`src/rtl/gpio_pkg.sv`:
```
package gpio_pkg;

    localparam int GP_W = 8;

    typedef enum logic [1:0] {
        SEL_PORT = 2'd0,
        SEL_LAT  = 2'd1,
        SEL_DIR  = 2'd2,
        SEL_NONE = 2'd3
    } reg_sel_e;

    typedef struct packed {
        logic [GP_W-1:0] dir;
        logic [GP_W-1:0] lat;
    } gp_regs_t;

    localparam logic [GP_W-1:0] DIR_RST = '1;
    localparam logic [GP_W-1:0] LAT_RST = '0;

    function automatic logic [GP_W-1:0] bit_mask(input bit en, input int pos);
        logic [GP_W-1:0] m;
        m = '0;
        if (en) m[pos] = 1'b1;
        return m;
    endfunction

    function automatic logic writes_latch(input reg_sel_e s);
        return (s == SEL_PORT) || (s == SEL_LAT);
    endfunction

endpackage

```
`src/rtl/gpio_sync.sv`:
```
module gpio_sync #(
    parameter int W      = 8,
    parameter int STAGES = 2
) (
    input  logic         clk,
    input  logic         rst,
    input  logic [W-1:0] d,
    output logic [W-1:0] q
);
    logic [W-1:0] stg [STAGES];

    always_ff @(posedge clk) begin
        if (rst) begin
            for (int s = 0; s < STAGES; s++) stg[s] <= '0;
        end else begin
            stg[0] <= d;
            for (int s = 1; s < STAGES; s++) stg[s] <= stg[s-1];
        end
    end

    assign q = stg[STAGES-1];
endmodule

```
`src/rtl/gpio_regs.sv`:
```
module gpio_regs
    import gpio_pkg::*;
(
    input  logic            clk,
    input  logic            rst,
    input  logic            we,
    input  reg_sel_e        sel,
    input  logic [GP_W-1:0] wdata,
    output gp_regs_t        q
);
    always_ff @(posedge clk) begin
        if (rst) begin
            q.dir <= DIR_RST;
            q.lat <= LAT_RST;
        end else if (we) begin
            if (writes_latch(sel)) q.lat <= wdata;
            if (sel == SEL_DIR)    q.dir <= wdata;
        end
    end
endmodule

```
`src/rtl/gpio_rdmux.sv`:
```
module gpio_rdmux
    import gpio_pkg::*;
#(
    parameter logic [GP_W-1:0] ANALOG_CAP = 8'h2F,
    parameter int              OSC_BIT    = 6
) (
    input  reg_sel_e        sel,
    input  gp_regs_t        regs,
    input  logic [GP_W-1:0] pins_sync,
    input  logic [GP_W-1:0] analog_sel,
    input  logic            osc_sel,
    output logic [GP_W-1:0] rdata
);
    logic [GP_W-1:0] an_eff;
    logic [GP_W-1:0] osc_m;
    logic [GP_W-1:0] raw;

    always_comb begin
        an_eff = analog_sel & ANALOG_CAP;
        osc_m  = bit_mask(osc_sel, OSC_BIT);
        unique case (sel)
            SEL_PORT: raw = pins_sync & ~an_eff;
            SEL_LAT:  raw = regs.lat;
            SEL_DIR:  raw = regs.dir;
            default:  raw = '0;
        endcase
        rdata = raw & ~osc_m;
    end
endmodule

```
`src/rtl/gpio_port8.sv`:
```
module gpio_port8
    import gpio_pkg::*;
#(
    parameter logic [GP_W-1:0] ANALOG_CAP  = 8'h2F,
    parameter int              OSC_BIT     = 6,
    parameter int              SYNC_STAGES = 2
) (
    input  logic            clk,
    input  logic            rst,
    input  logic [1:0]      bus_addr,
    input  logic            bus_we,
    input  logic [GP_W-1:0] bus_wdata,
    output logic [GP_W-1:0] bus_rdata,
    input  logic [GP_W-1:0] analog_sel,
    input  logic            osc_sel,
    input  logic [GP_W-1:0] pin_in,
    output logic [GP_W-1:0] pin_out,
    output logic [GP_W-1:0] pin_oe
);
    reg_sel_e        sel;
    gp_regs_t        regs;
    logic [GP_W-1:0] pins_sync;

    assign sel = reg_sel_e'(bus_addr);

    gpio_sync #(.W(GP_W), .STAGES(SYNC_STAGES)) u_sync (
        .clk (clk),
        .rst (rst),
        .d   (pin_in),
        .q   (pins_sync)
    );

    gpio_regs u_regs (
        .clk   (clk),
        .rst   (rst),
        .we    (bus_we),
        .sel   (sel),
        .wdata (bus_wdata),
        .q     (regs)
    );

    gpio_rdmux #(.ANALOG_CAP(ANALOG_CAP), .OSC_BIT(OSC_BIT)) u_rdmux (
        .sel        (sel),
        .regs       (regs),
        .pins_sync  (pins_sync),
        .analog_sel (analog_sel),
        .osc_sel    (osc_sel),
        .rdata      (bus_rdata)
    );

    assign pin_out = regs.lat;
    assign pin_oe  = ~regs.dir & ~bit_mask(osc_sel, OSC_BIT);
endmodule

```
`config.mk`:
```
export PLATFORM = sky130hd
export DESIGN_NAME = gpio_port8
export DESIGN_NICKNAME = d
export VERILOG_FILES = /design/src/rtl/gpio_pkg.sv /design/src/rtl/gpio_sync.sv /design/src/rtl/gpio_regs.sv /design/src/rtl/gpio_rdmux.sv /design/src/rtl/gpio_port8.sv
export SDC_FILE = /design/constraint.sdc
export NUM_CORES = 1
export LEC_CHECK = 0
export BUFFER_PORTS_ARGS = -buffer_cell sky130_fd_sc_hd__buf_2
export CAP_MARGIN = 20
export CORE_UTILIZATION = 42
export DETAILED_ROUTE_END_ITERATION = 12
export PLACE_DENSITY = 0.8
export SYNTH_ARGS = -nofsm -noshare
export SYNTH_HDL_FRONTEND = slang
export SYNTH_SLANG_ARGS = --single-unit
```
`constraint.sdc`:
```
create_clock -name clk -period 0.8 [get_ports clk]
set_input_delay 0 -clock clk [delete_from_list [all_inputs] [get_ports clk]]
set_output_delay 0 -clock clk [all_outputs]
set_load 0.01 [all_outputs]
```
# After elaboration in Yosys (flattened, before gate mapping)

Memories as Yosys holds them, arrays and structs flattened.
Index checks and enable logic that the tools add are counted.
W data, S select, Z words.

Reduce and logical (&&, ||, !) cells: 4
Equal/unequal tests: 2
Bitwise operators: 8
Mux-type cells: 7

Operators by type and width:

| cell                 | number |
|---|---|
| $and A8 B8 Y8        | 3 |
| $pmux W8 S3          | 1 |
| $mux W8              | 2 |
| $not A6 Y8           | 1 |
| $not A7 Y8           | 1 |
| $not A8 Y8           | 1 |
| $mux W1              | 4 |
| $reduce_and A2 Y1    | 2 |
| $eq A2 B1 Y1 const B | 1 |
| $eq A2 B2 Y1 const B | 1 |
| $logic_not A2 Y1     | 1 |
| $or A1 B1 Y1         | 2 |
| $logic_or A1 B1 Y1   | 1 |

Memories kept: 1
Input port bits: 30
Bits in writable memories: 16
Output and inout port bits: 24
Flip-flop bits (word level): 16

Memory list:

| memory     | depth | bits a word | rd ports | clocked after Yosys merged registers in | write ports | RTL line        | text |
|---|---|---|---|---|---|---|---|
| u_sync.stg | 2     | 8           | 2        | 0                                       | 2           | gpio_sync.sv:10 | `logic [W-1:0] stg [STAGES];` |

# Longest topological paths before layout

Gate-level depths: netlist of the first run.

Depth after elaboration: 4
Mapped depth: 5

# Hierarchy

From an unflattened synthesis of the first run, not the netlist that was laid out.

Cell total of the unflattened synthesis: 156
Area, all modules: 1,413.9 µm²

Modules (own cells, without submodules):

| module     | area each (µm²) | sequential area each (µm²) | instances | cells each |
|---|---|---|---|---|
| gpio_regs  | 583.1           | 320.3                      | 1         | 73 |
| gpio_sync  | 524.3           | 320.3                      | 1         | 41 |
| gpio_rdmux | 276.5           | 0.0                        | 1         | 34 |
| gpio_port8 | 30.0            | 0.0                        | 1         | 8 |

# Worst setup path after synthesis of the first run

Ideal clock, no wire load.

Path kind: input port to flip-flop
From: input port bus_addr[0]
To: register u_regs.q[13] (netlist name)
Arrival time: 0.713 ns
Setup time: 0.120 ns
Data required time: 0.680 ns
Buffers on the path: 2
Path slack: -0.033 ns
Cell stages on the path: 5
Path through: and3b_1 buf_6 buf_6 nor2_1 a211o_1

Word-level cells in the longest chain between the ends: 2

Ends and longest elaborated chain:

| element                            | RTL line         | text |
|---|---|---|
| from (decl)                        | gpio_port8.sv:10 | `input logic [1:0] bus_addr,` |
| $eq A2 B2 Y1                       | gpio_regs.sv:17  | `if (sel == SEL_DIR) q.dir <= wdata;` |
| $reduce_and A2 Y1 (no source line) | --               |  |
| to (decl)                          | gpio_regs.sv:9   | `output gp_regs_t q` |

Every way passes these cells.
A chain may end at the register's enable or synchronous reset.

==> flow_summary.yaml, run 1 <==
sta:
  relSlewSlack_pct: 62.0
  setup_violations: 20
  final-hold-violation-count: 0
  worst_pin_slew_ns: 0.569
  period_needed_ns: 1.19
  setup_ws_ns: -0.395
  skew_ns: 0.000518
  setup_tns_ns: -3.01
  slew_viol_final: 0
  rsz0062_at_grt: "yes"
  fin_crit_sh_pct: 149
  fmax_ghz: 0.837
routing:
  drtIter0Drc: 38
  viasPerCell: 4.77
  final_antenna_net_count: 0
  vias: 1125
  avgRoutedWirePerCell_um: 12.3
  firstDrtPassIters: 9
  routed_wl_um: 2900
  drcViolationCount: 5
final_layout:
  area_growth_pct: 50.0
  seq_area_sq_um: 666
  num_antenna_cells: 0
  final_util_pct: 68.2
  n_fill_cell: 205
  drive_gt1_share_pct: 49.8
  fin_nets: 234
  multiInputGateArea_sq_um: 544
  fin_area_sq_mm: 0.00193
cts:
  cts.clk_slew.worst_paths_ns: 0.10
  clock_latency_ns: 0.33
  ctsHtreeMaxLevel: 2
  cts_root_buffer: "clkbuf_4"
  numCtsBuffers: 5
  cts_buffer_depth: 2
  clock_sinks: 32
  cts_tree: "built"
synth:
  ys_types: 18
  syn_nets: 168
  synth.avg_cell_area_sq_um: 9.31
  synth_ff_type: "dfxtp_1"
  yosysMostFrequentCell: "dfxtp_1"
  syn-cell-area_sq_mm: 0.00128
  ys_top_cells_by_area: "dfxtp_1, nor2b_1, mux2i_1, nor2_1, a211o_1"
  synth_top_cell_by_area: "dfxtp_1"
  yosysTopAreaCellShare_pct: 49.9
  async_reset_ff_share_pct: 0
  ys_seq_area_share_pct: 49.9
  synth_top_cells_by_count: "dfxtp_1, nor2_1, nor2b_1, mux2i_1, buf_4"
  yosysWarnings: 0
  ys_ff_latch: 32
  synth_edf_count: 0
  syn_inst: 138
floorplanning:
  die_height_um: 57.3
  design.die.area_sq_mm: 0.00328
  initial_utilization_pct: 45.4
  coreArea_sq_mm: 0.00283
  die_w_um: 57.3
  num_rows: 19
  io_pins: 54
global_routing:
  grt-ovfl-total: 0
  antenna_found_initial: 0
  grt_pass1_wl_um: 4600
  grt_max_degree: 34
  gr-usage-all-layers_pct: 18.8
  grt_pass1_vias: 1101
worst_setup_path:
  worstSetupPathType: "reg2out"
  critPathLaunchType: "flip-flop"
  critPathMaxFanout: 1
  required_ns: 0.80
  end_kind: "output port"
  crit_arrival_ns: 1.19
placed_design:
  placed_area_sq_mm: 0.00152
  routabilityCongestion: 0.810
  port_buffers: 50
  dp_hpwl_um: 1890
power:
  cellLeakagePower_nw: 0.891
  finalPower_mw: 3.25
  cellPowerDensity_mw_per_mm2: 1690
  ir_worst_vdd_mv: 1.18
job:
  cap_violations: 0
outcome:
  violations: "DRC, setup timing"
  outcome: "finished with violations"
worst_hold_path:
  hold_path.class: "in2reg"
==> through the flow <==
| stage | hold slack, ns | setup slack (ns) | cells |
|---|---|---|---|
| after CTS | 0.138 | -0.354 | 236 |
| after detailed placement | 0.213 | -0.269 | 210 |
| after global routing | 0.168 | -0.450 | 236 |
| after floorplan | 0.0429 | 0.0000591 | 138 |
| after global placement | 0.212 | -0.209 | 210 |
| final | 0.144 | -0.395 | 236 |
==> critical path, cell delays in order (launching register included) <==
cell	delay, ns
dfxtp_2	0.35
nor3b_4	0.20
a21oi_2	0.05
o21ai_1	0.12
buf_2	0.15
==> sequential cells by signal, summed over array words and instances, names as in the netlist <==
signal	count
u_regs.q	16
u_sync.stg	16
==> repair_timing <==
item	in CTS	in global routing
hold buffers	16	0
gates cloned	0	0
hold endpoints to repair	24	0
pin swaps	6	4
setup buffers	2	0
gates resized for setup	44	9
setup endpoints to repair	27	31
==> where the power goes <==
group / total (mW) / internal [mW] / leakage (nW) / switching (mW)
combinational: 0.556 / 0.312 / 0.595 / 0.244
clock: 0.979 / 0.426 / 0.0305 / 0.553
sequential: 1.72 / 1.68 / 0.265 / 0.0407
==> final cells by class <==
class                           instances  share of cell area, %
Multi-Input combinational cell         82                   28.2
Inverter                                7                   1.36
Timing Repair Buffer                   76                   30.4
Tap cell                               31                   2.01
Clock buffer                            6                   2.66
Sequential cell                        32                   34.5
Clock inverter                          2                  0.779
==> placed cells by master, fill, tap and decap left out, drive strengths merged <==
| cell type | instances |
|---|---|
| a21oi | 6 |
| dfxtp | 32 |
| nand2 | 6 |
| nor2b | 18 |
| nor3 | 1 |
| buf | 60 |
| o21ai | 7 |
| dlygate4sd3 | 16 |
| inv | 7 |
| clkbuf | 6 |
| nor2 | 18 |
| a211o | 7 |
| nand3b | 1 |
| mux2i | 11 |
| a2bb2oi | 1 |
| clkinvlp | 2 |
| nor3b | 5 |
| and3b | 1 |
==> worst paths after layout <==
kind	slack (ns)	cells past startpoint	start	end
setup / recovery	-0.39	4	u_sync.stg[0][9]$_SDFF_PP0_	bus_rdata[1]
hold / removal	0.14	2	rst	u_regs.q[7]$_SDFFE_PP0P_
setup reg to reg	0	3	u_regs.q[11]$_SDFFE_PP1P_	u_regs.q[11]$_SDFFE_PP1P_
hold reg to reg	0.44	1	u_sync.stg[0][3]$_SDFF_PP0_	u_sync.stg[0][11]$_SDFF_PP0_
==> logic make-up after synthesis <==
family / after synthesis / share of synthesized area, %
flip-flops: 32 / 49.9
AO/OA/AOI/OAI: 21 / 10.5
AND/OR/NAND/NOR: 50 / 20.4
multiplexers: 11 / 8.57
buffers and inverters: 24 / 10.7
==> layer usage <==
layer / share of wire (%) / up-vias / GRT usage (%)
met4: 1.1 / 0 / 7.32
li1: - / 575 / -
met1: 43 / 494 / 20.2
met5: 0 / - / 0
met2: 49 / 51 / 35.0
met3: 6.7 / 5 / 4.99
Power figures use the tool's default switching activity.
==> run 2, diff against run 1 <==
CORE_UTILIZATION = 46   (was 42)
PLACE_DENSITY = 0.77   (was 0.8)
clock period = 1.2 ns   (was 0.8 ns; I/O delays follow)
==> run 2 against run 1 <==
  * Critical endpoint is now bus_rdata[6]
  * First-iteration DRC count is 66% lower
  * Global-route usage increased by 1.1 points
  * Critical path type unchanged
  * Largest cell class unchanged
  * Cell count shrank 2.5%
  * Critical path depth unchanged
  * Via count shrank 3.2%
  * Largest power group unchanged
  * The flow now finishes without violations
==> flow_summary.yaml, run 2 (same netlist as run 1, synthesis figures left out) <==
routing:
  avgRoutedWirePerCell_um: 11.6
  drtIter0Drc: 13
  final_antenna_net_count: 0
  vias: 1089
  viasPerCell: 4.73
  drcViolationCount: 0
  routed_wl_um: 2680
  firstDrtPassIters: 4
final_layout:
  area_growth_pct: 38.9
  fin_nets: 229
  num_antenna_cells: 0
  drive_gt1_share_pct: 35.5
  layout_common_cells: "buf_2, dfxtp_1, nor2b_1, nor2_1, dlygate4sd3_1"
  layout_commonest_cell: "buf_2"
  top_regs: "u_regs.q (16), u_sync.stg (16)"
power:
  seqPwrFrac_pct: 48.1
  pwr-share-comb_pct: 13.5
  finalPower_mw: 2.36
  ir_worst_vdd_mv: 1.55
  internal_power_mw: 1.83
  cellPowerDensity_mw_per_mm2: 1320
  power.switching_mw: 0.524
  cellLeakagePower_nw: 0.880
  clockPowerShare_pct: 38.4
  p_sw_share_pct: 22.2
floorplanning:
  coreArea_sq_mm: 0.00257
  initial_utilization_pct: 50.0
  die_height_um: 54.9
  die_w_um: 54.9
  design.die.area_sq_mm: 0.00301
  num_rows: 18
  io_pins: 54
worst_setup_path:
  critPathTopFamily: "flip-flops"
  required_ns: 1.20
  worstPathCellList: "mux2i_1 -> a2bb2oi_1 -> nor2_1 -> buf_2"
  worstSetupPathType: "reg2out"
  end_kind: "output port"
  critPathLaunchType: "flip-flop"
  max_stage_delay_ns: 0.34
  path_buf_inv: 1
  crit_arrival_ns: 1.15
  critPathMaxFanout: 3
  cp_slowest_cell: "dfxtp_2"
  rrSetupSlack_ns: 0.37
sta:
  relSlewSlack_pct: 62.7
  final-hold-violation-count: 0
  fin_crit_sh_pct: 95.7
  worst_pin_slew_ns: 0.559
  rsz0062_at_grt: "yes"
  fmax_ghz: 0.871
  setup_violations: 0
  skew_ns: 0.00791
  slew_viol_final: 0
  setup_tns_ns: 0
  period_needed_ns: 1.15
  setup_ws_ns: 0.0520
cts:
  cts_tree: "built"
  cts.clk_slew.worst_paths_ns: 0.10
  clock_sinks: 32
  cts_root_buffer: "clkbuf_4"
  post_cts_buffers: 0
  numCtsBuffers: 5
  ctsHtreeMaxLevel: 2
  clock_latency_ns: 0.33
  cts_buffer_depth: 2
global_routing:
  antenna_found_initial: 0
  grt_pass1_wl_um: 4040
  gr-usage-all-layers_pct: 19.9
  grt-ovfl-total: 0
  grt_max_degree: 34
  grt_pass1_vias: 952
job:
  cap_violations: 0
placed_design:
  post-place-ws_ns: 0.0714
  dp_hpwl_um: 1830
  port_buffers: 50
  routabilityCongestion: 0.735
worst_hold_path:
  hold_path.class: "in2reg"
outcome:
  outcome: "finished, final reports clean"
run 2: cell types whose count changed in the layout (fill, tap and decap cells not counted), sizes merged:
cell | previous run | this run
clkinvlp | 2 | 0
bufinv | 0 | 1
clkbuf | 6 | 7
buf | 60 | 55
run 2: through the flow:
| step | cells | instance area, sq um | utilization [%] | hold slack, ns |
|---|---|---|---|---|
| floorplan | 138 | 1280 | - | 0.0429 |
| global placement | 206 | 1500 | 58.4 | 0.208 |
| detailed placement | 206 | 1500 | 58.4 | 0.215 |
| CTS | 230 | 1770 | 68.9 | 0.128 |
| global route | 230 | 1790 | 69.5 | 0.154 |
| finish | 230 | 1790 | 69.5 | 0.142 |
run 2: per-layer routing:
metal	up-vias	wire, um	global-route usage [%]
li1	565	-	-
met1	483	1210	20.6
met2	37	1270	35.3
met3	4	162	7.50
met4	0	27	8.55
met5	-	0	0
run 2: layout make-up:
cell class	instances	area, sq um
Clock inverter	1	30.0
Multi-Input combinational cell	82	533
Sequential cell	32	646
Timing Repair Buffer	71	448
Tap cell	30	37.5
Inverter	7	26.3
Fill cell	213	782
Clock buffer	7	65.1
run 2: timing repair:
action | in CTS | in global routing
pin swaps | 0 | 0
gates resized for setup | 3 | 11
endpoints found under the hold margin | 24 | 0
setup endpoints to repair | 3 | 6
hold buffers | 16 | 0
run 2: worst reg2reg max path, delay by kind of cell, from the launching register on:
family	cells	cell delay (ns)
simple gates	1	0.05
flops	1	0.32
buf+inv	1	0.07
compound gates	1	0.28
run 2: power groups by stage:
stage	Combinational (mW)	Sequential [mW]	Clock (mW)
after CTS	0.314	1.13	0.928
final	0.317	1.14	0.906
after floorplan	0.174	1.15	0
after global placement	0.263	1.16	0
after global routing	0.351	1.14	0.973
after detailed placement	0.271	1.16	0
run 2: final timing paths:
check,start,endpoint,cells after the start
worst min register to register,u_sync.stg[0][0]$_SDFF_PP0_,u_sync.stg[0][8]$_SDFF_PP0_,1
worst max register to register,u_regs.q[10]$_SDFFE_PP1P_,u_regs.q[10]$_SDFFE_PP1P_,3
worst min-delay path,rst,u_regs.q[3]$_SDFFE_PP0P_,2
worst max-delay path,u_regs.q[6]$_SDFFE_PP0P_,bus_rdata[6],4
